File: config.mk
export PLATFORM = sky130hd
export DESIGN_NAME = dyn_trap_unit
export DESIGN_NICKNAME = d
export VERILOG_FILES = /design/src/rtl/trap_pkg.sv /design/src/rtl/trap_req_reg.sv /design/src/rtl/trap_mask_reg.sv /design/src/rtl/trap_prio_enc.sv /design/src/rtl/trap_suppress.sv /design/src/rtl/dyn_trap_unit.sv
export SDC_FILE = /design/constraint.sdc
export NUM_CORES = 1
export LEC_CHECK = 0
export BUFFER_PORTS_ARGS = -buffer_cell sky130_fd_sc_hd__buf_2
export CORE_AREA = 4 4 160 162
export DETAILED_ROUTE_END_ITERATION = 8
export DIE_AREA = 0 0 164 166
export MAX_ROUTING_LAYER = met4
export PLACE_DENSITY_LB_ADDON = 0.2
export SLEW_MARGIN = 30
export SYNTH_ARGS = -nofsm -noshare
export SYNTH_HDL_FRONTEND = slang
export SYNTH_SLANG_ARGS = --single-unit
File: constraint.sdc
create_clock -name clk -period 3.75 [get_ports clk]
set_clock_uncertainty 0.15 [all_clocks]
set_input_delay 0.1875 -clock clk [delete_from_list [all_inputs] [get_ports clk]]
set_output_delay 0.1875 -clock clk [all_outputs]
set_load 0.02 [all_outputs]
File: src/rtl/trap_pkg.sv
package trap_pkg;

    localparam int PROT_W = 8;

    typedef enum logic [1:0] {
        CLS_OTHER = 2'd0,
        CLS_LOAD  = 2'd1,
        CLS_STORE = 2'd2
    } insn_class_e;

    // Protection field, MSB first: read, write, execute, nonexistent,
    // key, bad instruction, security, privilege.
    typedef struct packed {
        logic rd;
        logic wr;
        logic ex;
        logic nx;
        logic key;
        logic bad;
        logic sec;
        logic priv;
    } prot_bits_t;

    typedef struct packed {
        logic kill;
        logic load_zero;
        logic store_block;
    } suppress_t;

    localparam prot_bits_t SEC_ONLY = '{sec: 1'b1, default: 1'b0};

    function automatic logic any_noop_cause(prot_bits_t p);
        return p.ex | p.key | p.bad;
    endfunction

    function automatic logic any_zero_load_cause(prot_bits_t p);
        return p.rd | p.nx;
    endfunction

endpackage

File: src/rtl/trap_req_reg.sv
module trap_req_reg #(
    parameter int REQ_W    = 64,
    parameter int PROT_LSB = 32
) (
    input  logic             clk,
    input  logic             rst,
    input  logic [REQ_W-1:0] set_i,
    input  logic [REQ_W-1:0] clr_i,
    input  logic [7:0]       prot_set_i,
    output logic [REQ_W-1:0] q_o
);
    logic [REQ_W-1:0] hw_set;

    always_comb begin
        hw_set = '0;
        hw_set[PROT_LSB +: 8] = prot_set_i;
    end

    always_ff @(posedge clk) begin
        if (rst) q_o <= '0;
        else     q_o <= (q_o & ~clr_i) | set_i | hw_set;
    end


    set_wins_chk: assert property (@(posedge clk) disable iff (rst)
        (|set_i) |=> ((q_o & $past(set_i)) == $past(set_i)));


    no_spurious_chk: assert property (@(posedge clk) disable iff (rst)
        1'b1 |=> ((q_o & ~($past(q_o) | $past(set_i) | $past(hw_set))) == '0));

endmodule

File: src/rtl/trap_mask_reg.sv
module trap_mask_reg #(
    parameter int REQ_W    = 64,
    parameter int PROT_LSB = 32
) (
    input  logic             clk,
    input  logic             rst,
    input  logic             wr_en_i,
    input  logic [REQ_W-1:0] wr_data_i,
    input  logic             sec_set_i,
    output logic [REQ_W-1:0] q_o
);
    localparam int SEC_POS = PROT_LSB + 1;

    always_ff @(posedge clk) begin
        if (rst) begin
            q_o <= '0;
        end else begin
            if (wr_en_i) q_o <= wr_data_i;
            if (sec_set_i) q_o[SEC_POS] <= 1'b1;
        end
    end


    sec_mask_chk: assert property (@(posedge clk) disable iff (rst)
        sec_set_i |=> q_o[SEC_POS]);


    mask_hold_chk: assert property (@(posedge clk) disable iff (rst)
        (!wr_en_i && !sec_set_i) |=> $stable(q_o));

endmodule

File: src/rtl/trap_prio_enc.sv
module trap_prio_enc #(
    parameter int REQ_W = 64,
    localparam int IDX_W = $clog2(REQ_W)
) (
    input  logic             clk,
    input  logic             rst,
    input  logic [REQ_W-1:0] pend_i,
    output logic             any_o,
    output logic [IDX_W-1:0] idx_o,
    output logic [REQ_W-1:0] onehot_o
);
    always_comb begin
        any_o    = |pend_i;
        onehot_o = pend_i & (~pend_i + 1'b1);
        idx_o    = '0;
        for (int i = REQ_W - 1; i >= 0; i--) begin
            if (pend_i[i]) idx_o = IDX_W'(i);
        end
    end


    sel_onehot_chk: assert property (@(posedge clk) disable iff (rst)
        $onehot0(onehot_o));


    lower_clear_chk: assert property (@(posedge clk) disable iff (rst)
        any_o |-> ((pend_i & (onehot_o - 1'b1)) == '0));


    idx_match_chk: assert property (@(posedge clk) disable iff (rst)
        any_o |-> onehot_o[idx_o]);

endmodule

File: src/rtl/trap_suppress.sv
module trap_suppress
    import trap_pkg::*;
(
    input  logic        clk,
    input  logic        rst,
    input  logic        valid_i,
    input  insn_class_e class_i,
    input  prot_bits_t  cause_i,
    input  prot_bits_t  enable_i,
    output suppress_t   sup_o
);
    prot_bits_t hit;

    always_comb begin
        hit               = cause_i & enable_i;
        sup_o.kill        = valid_i & any_noop_cause(hit);
        sup_o.load_zero   = valid_i & (class_i == CLS_LOAD) & any_zero_load_cause(hit);
        sup_o.store_block = valid_i & (class_i == CLS_STORE) & (|hit);
    end


    store_only_chk: assert property (@(posedge clk) disable iff (rst)
        sup_o.store_block |-> (class_i == CLS_STORE));


    load_only_chk: assert property (@(posedge clk) disable iff (rst)
        sup_o.load_zero |-> (class_i == CLS_LOAD));

endmodule

File: src/rtl/dyn_trap_unit.sv
module dyn_trap_unit
    import trap_pkg::*;
#(
    parameter int REQ_W    = 64,
    parameter int PROT_LSB = 32,
    localparam int IDX_W   = $clog2(REQ_W)
) (
    input  logic             clk,
    input  logic             rst,
    input  logic [REQ_W-1:0] req_set_i,
    input  logic [REQ_W-1:0] req_clr_i,
    input  logic             mask_wr_en_i,
    input  logic [REQ_W-1:0] mask_wr_data_i,
    output logic [REQ_W-1:0] req_q_o,
    output logic [REQ_W-1:0] mask_q_o,
    input  logic             insn_valid_i,
    input  logic             insn_neg_i,
    input  logic [1:0]       insn_class_i,
    input  logic [7:0]       insn_prot_i,
    output logic             trap_o,
    output logic [IDX_W-1:0] trap_idx_o,
    output logic [REQ_W-1:0] trap_onehot_o,
    output logic             kill_o,
    output logic             load_zero_o,
    output logic             store_block_o,
    output logic [7:0]       xx_prot_o
);
    prot_bits_t  mask_field;
    prot_bits_t  cause;
    prot_bits_t  enable;
    logic        sec_viol;
    suppress_t   sup;
    insn_class_e cls;

    always_comb begin
        mask_field = prot_bits_t'(mask_q_o[PROT_LSB +: PROT_W]);
        sec_viol   = insn_valid_i & ~insn_neg_i & (mask_field != prot_bits_t'('1));
        cause      = insn_valid_i ? (prot_bits_t'(insn_prot_i) | (sec_viol ? SEC_ONLY : prot_bits_t'('0)))
                                  : prot_bits_t'('0);
        enable     = mask_field | (sec_viol ? SEC_ONLY : prot_bits_t'('0));
        cls        = insn_class_e'(insn_class_i);
    end

    trap_req_reg #(.REQ_W(REQ_W), .PROT_LSB(PROT_LSB)) u_req (
        .clk        (clk),
        .rst        (rst),
        .set_i      (req_set_i),
        .clr_i      (req_clr_i),
        .prot_set_i (cause),
        .q_o        (req_q_o)
    );

    trap_mask_reg #(.REQ_W(REQ_W), .PROT_LSB(PROT_LSB)) u_mask (
        .clk       (clk),
        .rst       (rst),
        .wr_en_i   (mask_wr_en_i),
        .wr_data_i (mask_wr_data_i),
        .sec_set_i (sec_viol),
        .q_o       (mask_q_o)
    );

    trap_prio_enc #(.REQ_W(REQ_W)) u_prio (
        .clk      (clk),
        .rst      (rst),
        .pend_i   (req_q_o & mask_q_o),
        .any_o    (trap_o),
        .idx_o    (trap_idx_o),
        .onehot_o (trap_onehot_o)
    );

    trap_suppress u_sup (
        .clk      (clk),
        .rst      (rst),
        .valid_i  (insn_valid_i),
        .class_i  (cls),
        .cause_i  (cause),
        .enable_i (enable),
        .sup_o    (sup)
    );

    assign kill_o        = sup.kill;
    assign load_zero_o   = sup.load_zero;
    assign store_block_o = sup.store_block;
    assign xx_prot_o     = cause;


    trap_pend_chk: assert property (@(posedge clk) disable iff (rst)
        trap_o |-> ((req_q_o & mask_q_o) != '0));

endmodule

==> metrics.md <==
| Metric | Value |
|---|---|
| Initial DRC count | around 380 |
| Tot Pwr | about 4.4 mW |
| Max_cap viols | 0 |
| Main synth FF type | dfxtp_1 |
| P per Cell Area | a little under 400 nW/um^2 |
| Area of the die | roughly 27000 sq um |
| Clk_lat worst skew | 0.41 ns |
| Post-Syn Instances | approximately 800 |
| CP endpoint kind | output pin |
| Flop-to-flop setup slack | between 1.5 and 2 ns |
| # DRC | 0 |
| FP Rows | 57 |
| Synth warnings | 0 |
| Setup repair after global routing missed its margin | no |
| Yosys top cell area share | 0.410 |
| Leak | 5.85 nW |
| IO Port Bufs | around 420 |
| Synth top area cells | dfxtp_1 (41%), mux2i_1 (10%), nor2_1 (9.4%) |
| Commonest non-fill, non-tap cells in the layout | buf_2 (414), dlygate4sd3_1 (193), nor2_1 (157) |
| Max-slew violations | 0 |
| CTS Root Cell | clkbuf_16 |
| Crit path to | trap_onehot_o[63] |
| Critical register-to-register path endpoint | u_req.q_o[33] |
| Vias in the first global route | 8494 |
| Commonest non-fill, non-tap cell in the layout | buf_2 |
| Gpl congestion | between 0.8 and 0.9 |
| Largest net degree at the start of global routing | ~130 |
| Crit share post-route | 0.904 |
| WL final | slightly above 30000 um |
| Vias per std cell | between 4 and 5 |
| Cts bufs inserted | 17 |
| Post-synth EDFFs | 0 |
| Synth Net Count | a little over 1000 |
| IO Pins | ~420 |
| CTS tree | built |
| Setup TNS | 0 ns |
| Post-synth cell types | 50 |
| Startpoint Class | flip-flop |
| Final nets | between 1500 and 2000 |
| Height of the die | between 150 and 200 um |
| Die width | between 150 and 200 um |
| R2R depth | 4 |
| Status | finished, final reports clean |
| Yosys top cell by area | dfxtp_1 |
| Final hold vios | 0 |
| DR vias | 8323 |
| First-pass GRT wire length | about 47000 um |
| Worst slew pin tran | 0.645 ns |
| Sequential cell area fraction in the yosys report | 0.410 |
| Kind of critical path | reg -> out |
| Pre-CTS setup slack | 0.728 ns |
| Setup ws final | between 0.3 and 0.4 ns |
| Layout area overhead | 80.7% |
| Hold path cells | 4 |
| N_diodes | 0 |
| Layout cells sized above 1 | 0.328 |
| Detail Route Antenna Nets | 0 |
| Max_slew headroom | 0.559 |
| Wire per inst | roughly 18 um |
| Crit path DAT | slightly above 3 ns |
| Total global routing overflow | 0 |
| Num Clock Sinks | ~130 |
| Initial antenna violation count | 0 |
| Tmin final | between 3 and 4 ns |
| Clk slew on worst S/H paths | about 0.06 ns |
| H-Tree Depth | 4 |
| Avg Cell Area, Syn | 7.80 sq um |
| Gr usage total | 0.223 |
| Post-synth ARST share | 0 |
| Req. time, crit path | between 3 and 4 ns |
| Worst setup path start | u_mask.q_o[33] |
| Detail Placement HPWL | about 23000 um |
| Hold/Removal Path Class | in -> reg |
| Area of the core | around 24000 sq um |
| Max Freq | roughly 0.3 GHz |
| Max IR drop VDD | ~220 uV |
| First drt pass iteration count | 5 |
| Post-synthesis sequential element count | between 100 and 150 |
| Crit path max fanout | 6 |
| Initial core utilization | 0.260 |
| Setup Viol. Count Final | 0 |
| FF-to-FF Start | u_mask.q_o[39] |
| Clk buf depth | 2 |
| Mapped Area | 6260 sq um |
[worst min-delay path by stage]
stage,startpoint,to
CTS,insn_neg_i,u_mask.q_o[33]
global placement,req_set_i[29],u_req.q_o[29]
floorplan,req_set_i[0],u_req.q_o[0]
detailed placement,req_set_i[10],u_req.q_o[10]
finish,insn_neg_i,u_mask.q_o[33]
global route,insn_neg_i,u_mask.q_o[33]
[metal layers]
layer  wire, um  track usage
met4        716       0.0693
met1      12400        0.253
met2      15700        0.391
met3       1950       0.0472
met5          0            -
[final cells by class]
type / count / area [sq um]
clock buffers: 18 / 439
clock inverters: 13 / 188
fillers: 2410 / 12800
inverters: 59 / 221
multi-input cells: 591 / 3390
flip-flops and latches: 128 / 2560
well taps: 324 / 405
repair buffers: 616 / 4100
[repair_timing]
item | CTS | global route
hold buffers | 193 | 0
setup endpoints to repair | 0 | 1
gates resized for setup | 0 | 1
hold endpoints to repair | 128 | 0
setup buffers | 0 | 0
[report_power, final]
part	internal [mW]	total (mW)	leakage [nW]	switching, mW
sequential	1.45	1.55	1.06	0.103
clock	1.13	1.79	0.298	0.663
combinational	0.484	1.07	4.49	0.584
total	3.06	4.41	5.85	1.35
[through the flow]
step	std cells	cell area [sq um]	util	hold slack [ns]
floorplan	802	6260	-	0.155
global placement	1524	8710	0.362	0.243
detailed placement	1525	8740	0.363	0.249
CTS	1749	11300	0.469	0.0531
global route	1749	11300	0.469	0.0793
finish	1749	11300	0.469	0.0654
[cell families after synthesis]
group	after synthesis	share of synthesized area
AO/OA/AOI/OAI	149	0.152
multiplexers	64	0.102
AND/OR/NAND/NOR	378	0.286
buffers and inverters	83	0.0500
flip-flops	128	0.410
[critical path, stage by stage, from the launching register on]
cell	delay (ns)
dfxtp_1	0.37
a22o_1	0.34
nor4_2	0.41
and3_1	0.34
nor3b_2	0.36
nand2_1	0.22
nor4_1	0.38
buf_2	0.23
[synthesized netlist by cell type (2+ instances only)]
cell	n
dfxtp_1	128
nor3b_1	9
mux2i_1	64
a22o_1	20
o211ai_1	2
nand4_1	7
nor4_1	10
nor3_1	28
a21o_1	2
nor4b_1	4
clkbuf_1	19
nor2_1	157
a2111oi_0	2
a31oi_1	5
a211oi_1	4
or3_1	2
nand2b_1	3
and3_1	6
a21oi_1	76
nand3b_1	2
buf_1	4
a32o_1	4
nor2b_1	11
nand2_1	85
nand3_1	27
a32oi_1	2
nor3b_2	2
a21boi_0	2
o2111ai_1	3
o21ai_0	14
and2_1	14
inv_1	59
a22oi_1	7
or2_2	2
[state kept, by name, summed over array words and instances (netlist names)]
signal      cells
u_mask.q_o     64
u_req.q_o      64
No activity file was read; power rests on OpenSTA's default activity.
